--- config.mk ---
export PLATFORM = sky130hd
export DESIGN_NAME = blk_admit_ctrl
export DESIGN_NICKNAME = d
export VERILOG_FILES = /design/src/rtl/blk_admit_ctrl.sv
export SDC_FILE = /design/constraint.sdc
export NUM_CORES = 1
export LEC_CHECK = 0
export BUFFER_PORTS_ARGS = -buffer_cell sky130_fd_sc_hd__buf_2
export CORE_ASPECT_RATIO = 1.5
export CORE_MARGIN = 2
export CORE_UTILIZATION = 55
export DETAILED_ROUTE_END_ITERATION = 10
export PLACE_DENSITY = 0.72
export SLEW_MARGIN = 20
export SYNTH_ARGS = -nofsm -noshare
export SYNTH_HDL_FRONTEND = slang
export SYNTH_SLANG_ARGS = --single-unit
--- constraint.sdc ---
create_clock -name clk -period 14.7 [get_ports clk]
set_input_delay 1.47 -clock clk [delete_from_list [all_inputs] [get_ports clk]]
set_output_delay 1.47 -clock clk [all_outputs]
set_load 0.01 [all_outputs]
--- src/rtl/blk_admit_ctrl.sv ---
module blk_admit_ctrl #(
  parameter int MAX_BLOCKS  = 8,
  parameter int MAX_THREADS = 768,
  parameter int REG_BUDGET  = 8192,
  parameter int BLK_MAX     = 512,
  parameter int WARP_SIZE   = 32,
  parameter int TW          = 10,
  parameter int RW          = 8,
  localparam int SW  = $clog2(MAX_BLOCKS),
  localparam int TTW = $clog2(MAX_THREADS + 1),
  localparam int RBW = $clog2(REG_BUDGET + 1),
  localparam int NW  = TW + RW,
  localparam int WW  = $clog2(BLK_MAX / WARP_SIZE + 1)
) (
  input  logic          clk,
  input  logic          rst_n,
  input  logic          req_valid,
  output logic          req_ready,
  input  logic [TW-1:0] req_threads,
  input  logic [RW-1:0] req_regs,
  output logic          adm_valid,
  output logic [SW-1:0] adm_slot,
  output logic [WW-1:0] adm_warps,
  output logic          rej_pulse,
  input  logic          done_valid,
  input  logic [SW-1:0] done_slot,
  output logic          err_flag
);

  logic [MAX_BLOCKS-1:0] live;
  logic [TW-1:0]         thr_q [MAX_BLOCKS];
  logic [RBW-1:0]        reg_q [MAX_BLOCKS];
  logic [TTW-1:0]        thr_used;
  logic [RBW-1:0]        reg_used;

  logic [NW-1:0]  need;
  logic [TTW:0]   thr_sum;
  logic [NW:0]    reg_sum;
  logic           never, fits, any_free, take, drop, done_ok, done_bad;
  logic [SW-1:0]  pick;
  logic [TW:0]    wsum;

  assign need     = NW'(req_threads) * NW'(req_regs);
  assign thr_sum  = (TTW+1)'(thr_used) + (TTW+1)'(req_threads);
  assign reg_sum  = (NW+1)'(reg_used) + (NW+1)'(need);
  assign never    = (req_threads == '0) || (req_threads > TW'(BLK_MAX)) ||
                    (need > NW'(REG_BUDGET));
  assign fits     = !never && any_free && (thr_sum <= (TTW+1)'(MAX_THREADS)) &&
                    (reg_sum <= (NW+1)'(REG_BUDGET));
  assign req_ready = fits || never;
  assign take     = req_valid && fits;
  assign drop     = req_valid && never;
  assign done_ok  = done_valid && live[done_slot];
  assign done_bad = done_valid && !live[done_slot];
  assign wsum     = (TW+1)'(req_threads) + (TW+1)'(WARP_SIZE - 1);

  always_comb begin
    any_free = 1'b0;
    pick     = '0;
    for (int i = MAX_BLOCKS - 1; i >= 0; i--)
      if (!live[i]) begin
        any_free = 1'b1;
        pick     = SW'(i);
      end
  end

  always_ff @(posedge clk or negedge rst_n) begin
    if (!rst_n) begin
      live <= '0;
      for (int i = 0; i < MAX_BLOCKS; i++) begin
        thr_q[i] <= '0;
        reg_q[i] <= '0;
      end
    end else begin
      for (int i = 0; i < MAX_BLOCKS; i++) begin
        if (take && pick == SW'(i)) begin
          live[i]  <= 1'b1;
          thr_q[i] <= req_threads;
          reg_q[i] <= RBW'(need);
        end else if (done_ok && done_slot == SW'(i)) begin
          live[i] <= 1'b0;
        end
      end
    end
  end

  always_ff @(posedge clk or negedge rst_n) begin
    if (!rst_n) begin
      thr_used  <= '0;
      reg_used  <= '0;
      adm_valid <= 1'b0;
      adm_slot  <= '0;
      adm_warps <= '0;
      rej_pulse <= 1'b0;
      err_flag  <= 1'b0;
    end else begin
      thr_used  <= thr_used + (take ? TTW'(req_threads) : '0)
                            - (done_ok ? TTW'(thr_q[done_slot]) : '0);
      reg_used  <= reg_used + (take ? RBW'(need) : '0)
                            - (done_ok ? reg_q[done_slot] : '0);
      adm_valid <= take;
      adm_slot  <= pick;
      adm_warps <= WW'(wsum / (TW+1)'(WARP_SIZE));
      rej_pulse <= drop;
      err_flag  <= err_flag | done_bad;
    end
  end

  p_thread_cap_r3: assert property (@(posedge clk) disable iff (!rst_n)
    thr_used <= TTW'(MAX_THREADS));
  p_reg_cap_r4: assert property (@(posedge clk) disable iff (!rst_n)
    reg_used <= RBW'(REG_BUDGET));
  p_warps_nonzero_r5: assert property (@(posedge clk) disable iff (!rst_n)
    adm_valid |-> adm_warps != '0);
  p_slot_owned_r6: assert property (@(posedge clk) disable iff (!rst_n)
    adm_valid |-> live[adm_slot]);
  p_stall_quiet_r7: assert property (@(posedge clk) disable iff (!rst_n)
    req_valid && !req_ready |=> !adm_valid && !rej_pulse);
  p_release_r8: assert property (@(posedge clk) disable iff (!rst_n)
    done_ok |=> !live[$past(done_slot)]);
  p_err_sticky_r10: assert property (@(posedge clk) disable iff (!rst_n)
    err_flag |=> err_flag);

endmodule

==> impl_metrics.csv <==
group,metric,value,unit
layout,layout.cells.most_common_list,"sky130_fd_sc_hd__dfrtp_1 (235), sky130_fd_sc_hd__inv_1 (127), sky130_fd_sc_hd__mux2_2 (114)",
timing,worst_slew_margin_rel,0.306,
power_and_ir_drop,net-switching-power,1.48,mW
global_route,groute.usage.overall,0.254,
route,routed_wl,37900,µm
global_route,via_count_of_the_first_global_routing_pass,11265,
yosys,async_s_r_ff_share_synth,1.00,
yosys,synth.ff_latch_count,235,
timing,final-setup-viol-count,0,
clock_network,cts_num_sinks,235,
power_and_ir_drop,p_leak,8.74,nW
global_route,grt_start_max_net_pins,94,
global_route,grt_overflow_total,0,
yosys,synth-warning-count,0,
status,run_status,"complete, no violations",
placed_design,dpl.cell_count,1728,
power_and_ir_drop,power_density,193,mW/mm²
placed_design,portBuffers,36,
timing,fin_skew,0.0230,ns
power_and_ir_drop,pwr-share-seq,0.222,
floorplanning,fp.dieH,214,µm
worst_hold_path,hold_path_end,"err_flag",
clock_network,worst_skew_pair.late_latency,0.55,ns
clock_network,cts.repair.resized,0,
timing,totalNegativeSetupSlack,0,ns
layout,final_nets,1544,
worst_hold_path,worstHoldPathType,"reg -> reg",
yosys,gate_count_of_the_mapped_netlist,1357,
yosys,synth_nets,1541,
worst_setup_path,start_kind,"input port",
layout,area_growth,8.21,%
clock_network,clkTransAtPathRegs,0.06,ns
power_and_ir_drop,power.ir.vdd_worst,0.000125,V
placed_design,place_area,0.0166,mm²
yosys,seq_area_frac_synth,0.363,
worst_setup_path,reg2reg_slack,7.40,ns
worst_setup_path,critPathSlowestCell,"sky130_fd_sc_hd__and4_1",
clock_network,post-cts-setup-buffer-count,0,
clock_network,clock_path_buffers,3,
floorplanning,chipWidth,144,µm
floorplanning,fp-row-count,77,
route,drt-pass1-iter-count,4,
timing,hold_viol_final,0,
floorplanning,core,0.0293,mm²
timing,report.final.slew_viol_count,0,
floorplanning,starting_density,0.553,
timing,tightestPinTransition,1.04,ns
worst_setup_path,timing_worst_setup_path_type,"in -> reg",
yosys,syn_area,0.0162,mm²
worst_hold_path,worstHoldPathCells,1,
yosys,synth_enable_flop_cells,0,
layout,antenna-diode-count,0,
worst_setup_path,r2r-start,"reg_used[4]",
worst_setup_path,rr_endpoint,"reg_used[13]",
power_and_ir_drop,power_frac_comb,0.576,
yosys,synthDistinctLibCells,66,
worst_setup_path,timing.critical_path.slowest_cell_delay,0.94,ns
power_and_ir_drop,total_power,3.39,mW
timing,layout_worst_path_cycle_share,0.774,
worst_setup_path,reg2reg_depth,23,
placed_design,gp_congestion,0.918,
layout,final_common_cell,"sky130_fd_sc_hd__dfrtp_1",
global_route,initial_antenna_violation_count,0,
route,detail_route.drc_violations,0,
route,vias,10554,
power_and_ir_drop,switching_share,0.437,
layout,fraction_of_final_layout_cells_with_drive_strength_greater_than_1,0.255,
power_and_ir_drop,intPower,1.91,mW
worst_hold_path,timing.hold.worst.start,"err_flag",
power_and_ir_drop,pwr-share-clk,0.202,
clock_network,clock_tree_from_tritoncts,"built",
yosys,avgSynthCellArea,11.9,µm²
clock_network,cts-buffers-inserted,24,
flow_run,cap_viol_max_count,0,
placed_design,dp_hpwl,25200,µm
floorplanning,die_footprint,0.0309,mm²
worst_setup_path,crit_path_end_kind,"flop",
worst_setup_path,timing.critical_path.arrival,11.83,ns
layout,postLayoutCellArea,0.0175,mm²
clock_network,hold_buffers,0,
worst_setup_path,cp_data_required_time,15.16,ns
layout,final_cells,1773,
yosys,synth_ff_type,"sky130_fd_sc_hd__dfrtp_1",
route,drt-vias-per-instance,5.95,
clock_network,clock-root-buffer,"sky130_fd_sc_hd__clkbuf_16",
floorplanning,io_pins,37,
route,wl_per_cell,21.4,µm
route,antenna_left,0,
timing,timing.final.crit_period,11.38,ns
clock_network,h-tree-depth,1,
timing,setup_repair_after_global_routing_missed_its_margin,"false",
worst_setup_path,worstPathMaxFanout,23,
global_route,grt_first_pass_wirelength,61000,µm
layout,num-fill-cells,2402,
route,detail_route.iter0.violations,525,
timing,clock.fmax,0.0879,GHz
registers in the layout (all words and copies together) (netlist names):
name	flops
reg_q	112
thr_q	80
reg_used	14
thr_used	10
live	8
adm_warps	5
adm_slot	3
adm_valid	1
err_flag	1
rej_pulse	1
power by group through the flow:
stage / Sequential, mW / Combinational, mW / Clock, mW
2_1_floorplan: 0.749 / 1.44 / 0
3_3_place_gp: 0.760 / 1.90 / 0
3_5_place_dp: 0.762 / 1.92 / 0
4_1_cts: 0.751 / 1.94 / 0.696
5_1_grt: 0.757 / 2.16 / 0.717
6_report: 0.752 / 1.95 / 0.684
stage by stage:
stage / worst slack, ns / hold WS [ns] / utilization
floorplan: 4.41 / 0.459 / -
global placement: 2.82 / 0.435 / 0.568
detailed placement: 2.75 / 0.440 / 0.568
CTS: 3.33 / 0.454 / 0.598
global route: 2.71 / 0.490 / 0.599
finish: 3.32 / 0.453 / 0.599
cell type report:
type | count | area, µm² | share of cell area
clock inverters | 12 | 188 | 0.0107
inverters | 127 | 477 | 0.0272
multi-input cells | 920 | 9470 | 0.540
flip-flops and latches | 235 | 5880 | 0.335
well taps | 395 | 494 | 0.0282
clock buffers | 32 | 701 | 0.0399
repair buffers | 52 | 333 | 0.0190
how the worst max path moves through the flow:
stage / from / end / slack (ns)
6_report: req_threads[5] / reg_used[13] / 3.32
5_1_grt: req_threads[5] / reg_used[12] / 2.71
4_1_cts: req_threads[5] / reg_used[12] / 3.33
3_5_place_dp: req_threads[5] / reg_used[12] / 2.75
3_3_place_gp: req_threads[7] / reg_used[12] / 2.82
2_1_floorplan: req_threads[5] / reg_used[12] / 4.41
synth_stat cells, types with 7 or more instances:
| library cell | instances | area, µm² |
|---|---|---|
| sky130_fd_sc_hd__and2_1 | 74 | 463 |
| sky130_fd_sc_hd__buf_1 | 10 | 37.5 |
| sky130_fd_sc_hd__a21o_1 | 16 | 120 |
| sky130_fd_sc_hd__fa_1 | 72 | 1440 |
| sky130_fd_sc_hd__a21oi_1 | 38 | 190 |
| sky130_fd_sc_hd__xnor2_1 | 40 | 350 |
| sky130_fd_sc_hd__o21bai_1 | 7 | 52.6 |
| sky130_fd_sc_hd__clkbuf_1 | 42 | 158 |
| sky130_fd_sc_hd__nor3_1 | 13 | 65.1 |
| sky130_fd_sc_hd__nand2b_1 | 7 | 43.8 |
| sky130_fd_sc_hd__nand2_1 | 72 | 270 |
| sky130_fd_sc_hd__buf_6 | 16 | 180 |
| sky130_fd_sc_hd__dfrtp_1 | 235 | 5880 |
| sky130_fd_sc_hd__inv_1 | 127 | 477 |
| sky130_fd_sc_hd__mux2_2 | 114 | 1280 |
| sky130_fd_sc_hd__nor2_1 | 58 | 218 |
| sky130_fd_sc_hd__nand4_4 | 8 | 170 |
| sky130_fd_sc_hd__nand3_1 | 12 | 60.1 |
| sky130_fd_sc_hd__xor2_1 | 17 | 149 |
| sky130_fd_sc_hd__mux4_2 | 50 | 1130 |
| sky130_fd_sc_hd__o21ai_0 | 32 | 160 |
| sky130_fd_sc_hd__mux2_4 | 72 | 1080 |
| sky130_fd_sc_hd__ha_1 | 87 | 1090 |
| sky130_fd_sc_hd__a211oi_1 | 9 | 67.6 |
| sky130_fd_sc_hd__mux2i_1 | 27 | 270 |
logic make-up (layout without fill, tap and decap cells):
logic type,count (synthesis),after routing,share of synthesized area
compound gates,146,146,0.0595
xor+xnor,57,57,0.0308
fa+ha+maj,159,159,0.156
buf+inv,202,223,0.0547
flops,235,235,0.363
mux,269,269,0.236
simple gates,289,289,0.100
worst max-delay path: cells and delay by family:
| family | cells | cell delay [ns] |
|---|---|---|
| AOI/OAI and AO/OA | 10 | 2.58 |
| xor gates and xnor gates | 3 | 0.49 |
| buffers and inverters | 8 | 1.17 |
| and+or+nand+nor | 9 | 2.50 |
| adders and majority gates | 8 | 3.57 |
routing by layer:
layer / share of wire / wire length [µm] / track usage
met5: 0 / 0 / 0
met4: 0.048 / 1820 / 0.115
met3: 0.037 / 1400 / 0.0290
met2: 0.53 / 20000 / 0.454
met1: 0.39 / 14700 / 0.304
(Power assumes the default switching activity.)
